<file path="src/rtl/bei_pkg.sv">
package bei_pkg;

   // Largest exponent the period table is built for.
   localparam int unsigned BEI_MAX_EXP = 9;

   // Compute 10^k at elaboration time. The loop bound is fixed.
   function automatic int unsigned bei_pow10(input int unsigned k);
      int unsigned r;
      r = 1;
      for (int unsigned i = 0; i < BEI_MAX_EXP; i++) begin
         if (i < k) r = r * 10;
      end
      return r;
   endfunction

   typedef struct packed {
      logic data;
      logic vld;
      logic err;
   } bei_beat_t;

endpackage

</file>
<file path="src/rtl/bei_rate_ctr.sv">
module bei_rate_ctr
   import bei_pkg::*;
#(
   parameter int CODE_W = 3,
   parameter int CNT_W  = 24
) (
   input  logic              clk_i,
   input  logic              rst_ni,
   input  logic              en_i,
   input  logic              vld_i,
   input  logic [CODE_W-1:0] code_i,
   output logic              hit_o
);
   localparam int NCODE = 1 << CODE_W;

   initial begin
      assert (NCODE - 1 <= int'(BEI_MAX_EXP))
         else $error("CODE_W too wide for the decimal period table");
      assert (64'(bei_pow10(NCODE - 1)) <= (64'(1) << CNT_W))
         else $error("CNT_W too narrow for the longest interval");
   end

   // Terminal count for each code, 10^k - 1. Entry 0 is never used.
   logic [CNT_W-1:0] term_tab [NCODE];
   for (genvar g = 0; g < NCODE; g++) begin : g_tab
      assign term_tab[g] = CNT_W'(bei_pow10(g) - 1);
   end

   logic [CNT_W-1:0]  cnt_q;
   logic [CODE_W-1:0] act_q;
   logic              at_term;

   assign at_term = (cnt_q == term_tab[act_q]);
   assign hit_o   = en_i & vld_i & (act_q != '0) & at_term;

   always_ff @(posedge clk_i) begin
      if (!rst_ni) begin
         cnt_q <= '0;
         act_q <= '0;
      end else if (!en_i) begin
         cnt_q <= '0;
         act_q <= '0;
      end else if (act_q == '0) begin
         act_q <= code_i;
         cnt_q <= '0;
      end else if (vld_i) begin
         if (at_term) begin
            cnt_q <= '0;
            act_q <= code_i;
         end else begin
            cnt_q <= cnt_q + 1'b1;
         end
      end
   end

   AST_CNT_IN_RANGE: assert property (@(posedge clk_i) disable iff (!rst_ni)
      (act_q != '0) |-> (cnt_q <= term_tab[act_q]));

   AST_CODE_HOLD: assert property (@(posedge clk_i) disable iff (!rst_ni)
      ((act_q != $past(act_q)) && ($past(act_q) != '0) && $past(en_i)) |-> $past(hit_o));

   AST_INVALID_NO_STEP: assert property (@(posedge clk_i) disable iff (!rst_ni)
      (en_i && !vld_i && act_q != '0) |=> $stable(cnt_q));

endmodule

</file>
<file path="src/rtl/bei_single_arm.sv">
module bei_single_arm (
   input  logic clk_i,
   input  logic rst_ni,
   input  logic en_i,
   input  logic vld_i,
   input  logic req_i,
   output logic take_o
);
   logic req_q;
   logic pend_q;
   logic rise;

   assign rise   = req_i & ~req_q;
   assign take_o = en_i & vld_i & pend_q;

   always_ff @(posedge clk_i) begin
      if (!rst_ni) begin
         req_q  <= 1'b0;
         pend_q <= 1'b0;
      end else begin
         req_q  <= req_i;
         pend_q <= en_i & (rise | (pend_q & ~vld_i));
      end
   end

   AST_SINGLE_CONSUMED: assert property (@(posedge clk_i) disable iff (!rst_ni)
      (take_o && !rise) |=> !pend_q);

   AST_DISABLE_DROPS: assert property (@(posedge clk_i) disable iff (!rst_ni)
      !en_i |=> !pend_q);

endmodule

</file>
<file path="src/rtl/bert_err_inject.sv">
module bert_err_inject
   import bei_pkg::*;
#(
   parameter int CODE_W  = 3,
   parameter int CNT_W   = 24,
   parameter bit OUT_REG = 1'b1
) (
   input  logic              clk_i,
   input  logic              rst_ni,
   input  logic              pat_bit_i,
   input  logic              pat_vld_i,
   input  logic              inj_en_i,
   input  logic [CODE_W-1:0] rate_code_i,
   input  logic              one_shot_i,
   output logic              pat_bit_o,
   output logic              pat_vld_o,
   output logic              err_ins_o
);
   logic      rate_hit;
   logic      shot_take;
   bei_beat_t beat_d;

   bei_rate_ctr #(.CODE_W(CODE_W), .CNT_W(CNT_W)) u_rate (
      .clk_i  (clk_i),
      .rst_ni (rst_ni),
      .en_i   (inj_en_i),
      .vld_i  (pat_vld_i),
      .code_i (rate_code_i),
      .hit_o  (rate_hit)
   );

   bei_single_arm u_shot (
      .clk_i  (clk_i),
      .rst_ni (rst_ni),
      .en_i   (inj_en_i),
      .vld_i  (pat_vld_i),
      .req_i  (one_shot_i),
      .take_o (shot_take)
   );

   // Both sources share one inversion, so a coincident pair flips the bit once.
   always_comb begin
      beat_d.err  = rate_hit | shot_take;
      beat_d.data = pat_bit_i ^ beat_d.err;
      beat_d.vld  = pat_vld_i;
   end

   if (OUT_REG) begin : g_reg
      bei_beat_t beat_q;
      always_ff @(posedge clk_i) begin
         if (!rst_ni) beat_q <= '0;
         else         beat_q <= beat_d;
      end
      assign pat_bit_o = beat_q.data;
      assign pat_vld_o = beat_q.vld;
      assign err_ins_o = beat_q.err;

      AST_OFF_NO_ERR: assert property (@(posedge clk_i) disable iff (!rst_ni)
         !inj_en_i |=> !err_ins_o);

      AST_FLIP_MATCH: assert property (@(posedge clk_i) disable iff (!rst_ni)
         pat_vld_o |-> ((pat_bit_o ^ $past(pat_bit_i)) == err_ins_o));

      AST_VLD_DELAY: assert property (@(posedge clk_i) disable iff (!rst_ni)
         pat_vld_i |=> pat_vld_o);
   end else begin : g_comb
      assign pat_bit_o = beat_d.data;
      assign pat_vld_o = beat_d.vld;
      assign err_ins_o = beat_d.err;
   end

   AST_ERR_ON_VALID: assert property (@(posedge clk_i) disable iff (!rst_ni)
      err_ins_o |-> pat_vld_o);

endmodule

</file>
<file path="config.mk">
export PLATFORM = sky130hd
export DESIGN_NAME = bert_err_inject
export DESIGN_NICKNAME = d
export VERILOG_FILES = /design/src/rtl/bei_pkg.sv /design/src/rtl/bei_rate_ctr.sv /design/src/rtl/bei_single_arm.sv /design/src/rtl/bert_err_inject.sv
export SDC_FILE = /design/constraint.sdc
export NUM_CORES = 1
export LEC_CHECK = 0
export ABC_AREA = 1
export BUFFER_PORTS_ARGS = -buffer_cell sky130_fd_sc_hd__buf_2
export CAP_MARGIN = 20
export CORE_MARGIN = 2
export CORE_UTILIZATION = 55
export CTS_BUF_LIST = sky130_fd_sc_hd__clkbuf_16
export DETAILED_ROUTE_END_ITERATION = 12
export GPL_TIMING_DRIVEN = 0
export PLACE_DENSITY = 0.87
export SLEW_MARGIN = 20
export SYNTH_ARGS = -nofsm -noshare
export SYNTH_HDL_FRONTEND = slang
export SYNTH_SLANG_ARGS = --single-unit
</file>
<file path="constraint.sdc">
create_clock -name clk_i -period 1.85 [get_ports clk_i]
set_clock_uncertainty 0.05 [all_clocks]
set_input_delay 0.37 -clock clk_i [delete_from_list [all_inputs] [get_ports clk_i]]
set_output_delay 0.37 -clock clk_i [all_outputs]
set_load 0.02 [all_outputs]
</file>
==> results of run 1 <==
-- worst max-delay path by stage --
stage | startpoint | to | slack (ps) | cells after the start
3_5_place_dp | u_rate.act_q[1] | u_rate.cnt_q[20] | -430 | 13
6_report | u_rate.act_q[1] | u_rate.cnt_q[18] | -190 | 14
3_3_place_gp | u_rate.act_q[1] | u_rate.cnt_q[20] | -430 | 13
5_1_grt | u_rate.act_q[1] | u_rate.cnt_q[18] | -240 | 13
4_1_cts | u_rate.act_q[0] | u_rate.cnt_q[11] | -70 | 15
2_1_floorplan | u_rate.act_q[1] | u_rate.cnt_q[20] | 8 | 14
-- worst max-delay path: stages, from the launching register on --
cell     delay, ps
dfxtp_4        420
buf_4          140
ha_4           160
nand2_2         70
nand2_1         60
nand2_1         50
nor2_1         110
nand3_1        100
nor2_1         170
nand3_2        100
nand2_2         90
nand2_2         80
nand2_4        130
buf_6          140
nor2_2          40
-- per-stage QoR --
| stage | utilization | instance area (um^2) | worst slack (ps) | hold WS [ps] | power (uW) |
|---|---|---|---|---|---|
| floorplan | - | 2140 | 8.33 | 395 | 1000 |
| global placement | 0.607 | 2260 | -427 | 403 | 1080 |
| detailed placement | 0.607 | 2260 | -432 | 422 | 1090 |
| CTS | 0.700 | 2600 | -66.7 | 239 | 2130 |
| global route | 0.747 | 2780 | -242 | 255 | 2360 |
| finish | 0.747 | 2780 | -188 | 240 | 2270 |
-- where the power goes --
part           total [uW]  leakage, uW  switching (uW)  internal [uW]
Combinational         621     0.000906             364            258
Sequential            727     0.000261            22.4            705
Clock                 924    0.0000789             299            625
-- placed cells by master (no fill, tap or decap) --
| master | n |
|---|---|
| nand2_1 | 106 |
| nor2_1 | 40 |
| inv_1 | 39 |
| nand3_1 | 32 |
| dfxtp_1 | 30 |
| nor2_2 | 17 |
| buf_4 | 13 |
| nand2_2 | 12 |
| xor2_1 | 12 |
| buf_2 | 11 |
| buf_6 | 7 |
| o21ai_0 | 7 |
| nor3_1 | 7 |
| a21oi_1 | 5 |
| nand3_2 | 5 |
| ha_4 | 5 |
| clkbuf_16 | 5 |
| nand4_1 | 3 |
| a21oi_2 | 3 |
| nor2_4 | 3 |
| inv_8 | 2 |
| inv_2 | 2 |
| nand3b_1 | 2 |
| nand2_4 | 2 |
| or2_2 | 2 |
| xnor2_1 | 2 |
| clkinv_1 | 2 |
| dfxtp_4 | 2 |
| o21ai_2 | 1 |
| o21bai_1 | 1 |
| and2_4 | 1 |
| clkbuf_1 | 1 |
| nor3_2 | 1 |
| a31oi_1 | 1 |
| nor4_1 | 1 |
| a21boi_1 | 1 |
| ha_2 | 1 |
| ha_1 | 1 |
| bufinv_16 | 1 |
-- layer usage --
metal | track usage | share of wire
met5 | 0 | 0
met2 | 0.505 | 0.47
met3 | 0.0545 | 0.086
met4 | 0.133 | 0.049
met1 | 0.411 | 0.40
-- flip-flops by register name (all words and copies together) (netlist names) --
signal,cells
u_rate.cnt_q,24
u_rate.act_q,3
err_ins_o,1
pat_bit_o,1
pat_vld_o,1
u_shot.pend_q,1
u_shot.req_q,1
-- logic make-up after synthesis --
family	count (synthesis)	share of synthesized area
AO/OA/AOI/OAI	19	0.0473
AND/OR/NAND/NOR	234	0.454
adder cells (fa/ha/maj)	7	0.0409
buffers and inverters	49	0.102
flip-flops	32	0.299
XOR/XNOR	14	0.0572
-- area by class of cell --
| type | instances | share of cell area |
|---|---|---|
| Multi-Input combinational cell | 274 | 0.538 |
| Buffer | 6 | 0.0203 |
| Inverter | 43 | 0.0635 |
| Clock buffer | 5 | 0.0451 |
| Timing Repair Buffer | 26 | 0.0644 |
| Tap cell | 48 | 0.0216 |
| Sequential cell | 32 | 0.233 |
| Clock inverter | 3 | 0.0135 |
-- timing repair --
item                                    4_1_cts  5_1_grt
resized for setup                            30       47
endpoints found under the setup margin       27       27
buffers inserted                             10        4
pin swaps                                    10       18
endpoints found under the hold margin         0        0
cloned                                        2        0
==> flow_summary.ini, run 1 <==
[die]
rows = 22
die_area_um2 = 4410
die_w_um = 66.4
start_util = 0.576
die_h_um = 66.4
io-pin-count = 12
core_um2 = 3720

[synth]
synthCells = 355
ys_types = 26
yosys_warnings = 0
postSynthRegisterBits = 32
synth.top_cells.by_count = 118 x nand2_1, 59 x nor2_1, 42 x inv_1, 37 x nand3_1, 32 x dfxtp_1
synth.top_cell.area_share = 0.299
avgSynthCellArea_um2 = 6.03
synth.most_common_cell = nand2_1
ys_seq_area_frac = 0.299
synth.largest_area_cell = dfxtp_1
synth_flop_cell = dfxtp_1
synth_fp_nets = 371
synth_edf_count = 0
synthTopCellsByArea = dfxtp_1 30%, nand2_1 21%, nor2_1 10%, nand3_1 8.6%, inv_1 7.4%
synth_async_sr_flop_share = 0
syn_area_um2 = 2140

[routing]
dr.first_iter.drc_count = 270
ant_nets = 0
drt-pass1-iter-count = 7
wl_per_cell_um = 15.8
drc_errors = 0
wl_mm = 6.91
via_count = 2502
via_per_inst = 5.73

[power_and_ir_drop]
ir_worst_vdd_uv = 462
leakagePower_uw = 0.00125
power_density_nw_per_um2 = 818

[cts]
cts.sinks = 32
clk_pin_slew_worst_paths_ps = 50
cts_buffers = 5
cts_hold_buf = 0
worstSkewPairLatency_ps = 280
cts_root_buffer = clkbuf_16
clk_path_buf_depth = 2
cts_tree = yes
h-tree-depth = 2

[sta]
slew_violations = 0
fin_setup_tns_ps = -4210
layout_setup_ws_ps = -188
max_freq_mhz = 491
rsz0062_at_grt = true
max-slew-margin-rel = 0.618
period_minus_slack_ps = 2040
finalCritPeriodShare = 1.10
setup_violations = 26
worst_pin_slew_ps = 572
hold_viol = 0

[critical_path]
ff2ff_path_depth = 14
crit_fanout = 6
reg2reg_slack_ps = -190
required_ps = 1970
worstSetupPathType = reg -> reg
reg2reg_from = u_rate.act_q[1]
cp.arrival_ps = 2150
critPathCaptureType = register
r2r-end = u_rate.cnt_q[18]
start_kind = register

[worst_hold_path]
hold_path_class = in -> reg
hold_end = u_shot.req_q
min_path_cells = 3
hp-start = one_shot_i

[placement]
dp_hpwl_mm = 4.12
numPortBuffers = 11
place_inst = 414
gp_congestion = 0.950

[layout]
final.fill_count = 272
diodes = 0
multiInputGateArea_um2 = 1490
nets = 404
drive_above_1_share = 0.247
regArea_um2 = 648
instances_no_fill = 437
syn2layout_area_growth_pct = 29.6

[job]
drv_cap = 0

[grt]
antenna_found_initial = 0
grt_max_degree = 11
grt_pass1_vias = 2249
grt_pass1_wl_mm = 10.3
grt_util_all_layers = 0.314
overflow = 0

[run_status]
outcome = complete, but fails checks
violations = negative setup slack
Power figures use the tool's default switching activity.
==> run 2, diff against run 1 <==
--- a/config.mk
+++ b/config.mk
@@ -5,7 +5,6 @@
 export SDC_FILE = /design/constraint.sdc
 export NUM_CORES = 1
 export LEC_CHECK = 0
-export ABC_AREA = 1
 export BUFFER_PORTS_ARGS = -buffer_cell sky130_fd_sc_hd__buf_2
 export CAP_MARGIN = 20
 export CORE_MARGIN = 2
==> run 2 against run 1 <==
Against the previous run:
- the run still ends with negative setup slack left
- core utilization is 1.3 points lower
- fmax down 27%
- synthesized cell count decreased by 27%
- total power down 11%
- cell count shrank 22%
- flip-flop and latch count is the same
- worst hold slack improved by 33 ps
- sequential power decreased by 0.6%
- register-to-register slack got worse by 760 ps
- sequential share of layout area is 0.85 points higher
- critical path depth decreased by 5
- highest routed layer unchanged
==> flow_summary.ini, run 2 <==
[run_status]
outcome = complete, but fails checks
violations = negative setup slack

[synth]
synth_async_sr_flop_share = 0
synth_flop_cell = dfxtp_1
synth.largest_area_cell = dfxtp_1
synthCells = 260
synth_fp_nets = 276
avgSynthCellArea_um2 = 7.96
ys_seq_area_frac = 0.309
yosys_warnings = 0
synth.top_cell.area_share = 0.309
synth.top_cells.by_count = 32 x dfxtp_1, 29 x nor2_1, 21 x xor2_1, 20 x nand3_1, 14 x nand2_1
syn_area_um2 = 2070
synth_edf_count = 0
synthTopCellsByArea = dfxtp_1 31%, xor2_1 8.9%, nor2_1 5.3%, nand3_1 4.8%, ha_1 4.2%
ys_types = 45
synth.most_common_cell = dfxtp_1
postSynthRegisterBits = 32

[cts]
cts_hold_buf = 0
h-tree-depth = 2
clk_path_buf_depth = 2
worstSkewPairLatency_ps = 280
clk_pin_slew_worst_paths_ps = 50
cts.sinks = 32
cts_tree = yes
cts_buffers = 5
cts_root_buffer = clkbuf_16

[layout]
final_common_cell = dfxtp_1
syn2layout_area_growth_pct = 28.9
diodes = 0
drive_above_1_share = 0.249
final.fill_count = 258
multiInputGateArea_um2 = 1470
largest_register_ffs = 24
regArea_um2 = 646
final_area_um2 = 2670
utilization = 0.735
regMostFlops = u_rate.cnt_q
mostFrequentLayoutCells = 30 x dfxtp_1, 23 x nor2_1, 21 x xor2_1
nets = 309
top_regs = u_rate.cnt_q: 24 flops, u_rate.act_q: 3 flops

[job]
drv_cap = 0

[sta]
setup_violations = 29
fin_setup_tns_ps = -26350
finalCritPeriodShare = 1.51
rsz0062_at_grt = true
worst_pin_slew_ps = 710
max_freq_mhz = 357
layout_setup_ws_ps = -949
slew_violations = 0
hold_viol = 0
max-slew-margin-rel = 0.523
period_minus_slack_ps = 2800

[critical_path]
start_kind = register
ff2ff_path_depth = 9
reg2reg_slack_ps = -950
crit_fanout = 5
r2r-end = u_rate.cnt_q[5]
cp.arrival_ps = 2920
critPathCaptureType = register
worstSetupPathType = reg -> reg
required_ps = 1970
reg2reg_from = u_rate.act_q[0]

[routing]
drc_errors = 0
drt-pass1-iter-count = 4
via_per_inst = 6.11
via_count = 2085
dr.first_iter.drc_count = 156
wl_per_cell_um = 16.5
wl_mm = 5.63
ant_nets = 0

[grt]
grt_use_met1 = 0.329
antenna_found_initial = 0
met2_usage = 0.459
grt_max_degree = 11
use_met3 = 0.0616
grt_util_all_layers = 0.268
grt_pass1_vias = 1851
overflow = 0
top_usage_layer = met2
grt_pass1_wl_mm = 8.78

[placement]
dpl_cell_area_um2 = 2250
gp_congestion = 0.844
numPortBuffers = 10
dp_hpwl_mm = 3.37

[power_and_ir_drop]
power_density_nw_per_um2 = 759
power_frac_clock = 0.378
seqPwrFrac = 0.357
switchingPower_uw = 566
combPwrFrac = 0.264
internal_power_uw = 1460
swShare = 0.280
ir_worst_vdd_uv = 743
leakagePower_uw = 0.000974
finalPower_uw = 2020

[worst_hold_path]
hold_path_class = in -> reg
min_path_cells = 2
hold_end = u_shot.req_q
hp-start = one_shot_i

[die]
core_um2 = 3630
rows = 22
die_h_um = 65.4
die_area_um2 = 4270
io-pin-count = 12
die_w_um = 65.4
start_util = 0.570
## run 2: what timing repair did
item / 4_1_cts / 5_1_grt
pin swaps: 16 / 19
gates cloned: 1 / 1
setup endpoints to repair: 29 / 29
gates resized for setup: 15 / 24
buffers inserted: 10 / 5
## run 2: routing by layer
metal / routed length [um] / share of wire / vias up
li1: - / - / 1001
met5: 0 / 0 / -
met1: 2230 / 0.40 / 979
met3: 427 / 0.076 / 14
met2: 2820 / 0.50 / 91
met4: 154 / 0.027 / 0
## run 2: final cells by class
cell class              count  share of cell area
clock buffers               5              0.0469
repair buffers             27              0.0802
multi-input cells         204               0.552
inverters                   5              0.0108
flip-flops and latches     32               0.242
well taps                  48              0.0225
clock inverters             2             0.00328
plain buffers              18              0.0427
## run 2: kinds of logic after synthesis
kind of cell | count (synthesis) | synth area share
compound gates | 39 | 0.127
fa+ha+maj | 7 | 0.0423
mux | 2 | 0.0109
flops | 32 | 0.309
buf+inv | 24 | 0.0514
xor+xnor | 28 | 0.118
simple gates | 128 | 0.340
## run 2: power by group through the flow
stage / clock, uW / sequential [uW] / combinational, uW
after floorplan: 0 / 741 / 273
after global placement: 0 / 736 / 344
after detailed placement: 0 / 737 / 350
after CTS: 770 / 721 / 438
after global routing: 804 / 724 / 570
final: 766 / 723 / 535
## run 2: how the worst max path moves through the flow
stage,start,end,cells after the start
4_1_cts,u_rate.act_q[1],u_rate.cnt_q[21],10
3_3_place_gp,u_rate.act_q[0],err_ins_o,9
6_report,u_rate.act_q[0],u_rate.cnt_q[5],9
3_5_place_dp,u_rate.act_q[0],err_ins_o,9
5_1_grt,u_rate.act_q[1],u_rate.cnt_q[5],10
2_1_floorplan,u_rate.act_q[1],err_ins_o,10
## run 2: critical path, stage by stage, from the launching register on
cell	delay, ps
dfxtp_4	370
buf_12	130
ha_4	150
or4_4	430
a2111oi_4	370
or4b_4	540
buf_12	160
o21ai_4	250
buf_6	170
nor2_1	50
## run 2: stage by stage
stage,setup slack [ps],hold slack [ps],cells
5_1_grt,-999,275,341
3_3_place_gp,-944,476,318
3_5_place_dp,-964,487,318
4_1_cts,-718,278,335
6_report,-949,273,341
2_1_floorplan,-738,432,260
==> run 3, diff against run 2 <==
--- a/config.mk
+++ b/config.mk
@@ -5,14 +5,14 @@
 export SDC_FILE = /design/constraint.sdc
 export NUM_CORES = 1
 export LEC_CHECK = 0
-export BUFFER_PORTS_ARGS = -buffer_cell sky130_fd_sc_hd__buf_2
 export CAP_MARGIN = 20
 export CORE_MARGIN = 2
-export CORE_UTILIZATION = 55
+export CORE_UTILIZATION = 57
 export CTS_BUF_LIST = sky130_fd_sc_hd__clkbuf_16
 export DETAILED_ROUTE_END_ITERATION = 12
+export DONT_BUFFER_PORTS = 1
 export GPL_TIMING_DRIVEN = 0
-export PLACE_DENSITY = 0.87
+export PLACE_DENSITY = 0.86
 export SLEW_MARGIN = 20
 export SYNTH_ARGS = -nofsm -noshare
 export SYNTH_HDL_FRONTEND = slang
==> run 3 against run 2 <==
Against the previous run:
- highest routed layer unchanged
- cell count is 5.9% lower
- worst hold slack worse by 94 ps
- critical path depth stayed put
- sequential share of layout area is 1.7 points higher
- combinational power is 21% lower
- the run still ends with negative setup slack left
- total power is 2.8% higher
- global-route usage hardly changed
- via count is 6.1% lower
==> flow_summary.ini, run 3 (same netlist as run 2, synthesis figures left out) <==
[cts]
worstSkewPairLatency_ps = 280
cts.sinks = 32
clk_path_buf_depth = 2
h-tree-depth = 2
clk_pin_slew_worst_paths_ps = 50
cts_tree = yes
cts_buffers = 5
cts_root_buffer = clkbuf_16

[sta]
finalCritPeriodShare = 1.42
slew_violations = 0
hold_viol = 0
layout_setup_ws_ps = -771
max_freq_mhz = 381
period_minus_slack_ps = 2620
worst_pin_slew_ps = 536
rsz0062_at_grt = true
max-slew-margin-rel = 0.642
fin_setup_tns_ps = -21650
holdWs_ps = 179
setup_violations = 29

[critical_path]
critPathCaptureType = register
start_kind = register
required_ps = 1970
worstSetupPathType = reg -> reg
cp.arrival_ps = 2740
crit_fanout = 10

[grt]
antenna_found_initial = 0
grt_util_all_layers = 0.268
grt_pass1_wl_mm = 8.61
overflow = 0
grt_pass1_vias = 1850
grt_max_degree = 11

[layout]
drive_above_1_share = 0.164
regMostFlops = u_rate.cnt_q
syn2layout_area_growth_pct = 20.6
final.fill_count = 242
largest_register_ffs = 24
nets = 290
mostFrequentLayoutCells = 29 x nor2_1, 29 x dfxtp_1, 21 x xor2_1
diodes = 0
top_regs = u_rate.cnt_q: 24 flops, u_rate.act_q: 3 flops

[power_and_ir_drop]
finalPower_uw = 2080
ir_worst_vdd_uv = 727
leakagePower_uw = 0.000888
power_density_nw_per_um2 = 833

[placement]
numPortBuffers = 0
place_ws_ps = -944
gp_congestion = 0.841
dp_hpwl_mm = 3.32

[routing]
drc_errors = 0
dr.first_iter.drc_count = 137
wl_mm = 5.23
via_per_inst = 6.10
via_count = 1957
ant_nets = 0
drt-pass1-iter-count = 4
wl_per_cell_um = 16.3

[run_status]
violations = negative setup slack
outcome = complete, but fails checks

[die]
rows = 21
start_util = 0.606
die_area_um2 = 4130
io-pin-count = 12
die_h_um = 64.3
die_w_um = 64.3
core_um2 = 3420

[job]
drv_cap = 0

[worst_hold_path]
hold_path_class = in -> reg
[run 3: cell types whose count changed in the layout (fill, tap and decap cells not counted), moves of 2 or more]
cell / change
a21oi_1: +2
buf_2: -10
nor2_1: +6
buf_12: -2
buf_4: -7
nor4_1: -2
a21oi_2: -2
nor2_2: -5
nor4_2: +2
[run 3: critical path, cell delays in order, from the launching register on]
cell and delay (ps):
dfxtp_2 350, buf_6 120, inv_6 50, ha_4 160, or4_4 420, a2111oi_4 340
or4b_4 560, o21ai_4 220, buf_6 180, nor2_1 60
[run 3: metal layers]
metal  up-vias  share of wire  GRT usage
li1        954              -          -
met1       935           0.44      0.334
met2        55           0.48      0.417
met3        13          0.055     0.0827
met4         0          0.026      0.130
met5         -              0          0
[run 3: layout make-up]
cell class	count	area, um^2	area share
inverters	5	26.3	0.0105
multi-input cells	204	1420	0.569
repair buffers	8	71.3	0.0286
flip-flops and latches	32	647	0.259
well taps	46	57.6	0.0230
clock buffers	5	125	0.0501
clock inverters	3	38.8	0.0155
plain buffers	18	110	0.0441
[run 3: per-stage QoR]
stage,instance area (um^2),util,instances
3_5_place_dp,2200,0.644,306
6_report,2500,0.731,321
5_1_grt,2500,0.731,321
2_1_floorplan,2140,-,260
4_1_cts,2440,0.714,320
3_3_place_gp,2200,0.644,306
[run 3: final timing paths]
| kind | from | endpoint | slack (ps) | cells past startpoint |
|---|---|---|---|---|
| worst max-delay path | u_rate.act_q[1] | u_rate.cnt_q[5] | -770 | 9 |
| worst min-delay path | rate_code_i[0] | u_rate.act_q[0] | 180 | 2 |
| worst max register to register | u_rate.act_q[1] | u_rate.cnt_q[5] | -770 | 9 |
| worst min register to register | u_rate.cnt_q[22] | u_rate.cnt_q[22] | 500 | 2 |
[run 3: power by group]
part | internal [uW] | switching (uW)
logic | 202 | 223
registers | 707 | 23.1
clock network | 627 | 299
total | 1540 | 545
[run 3: repair_timing]
item,CTS,global route
resized for setup,6,16
pin swaps,3,8
cloned,0,0
buffers inserted,6,2
hold buffers,0,0
setup endpoints to repair,29,29
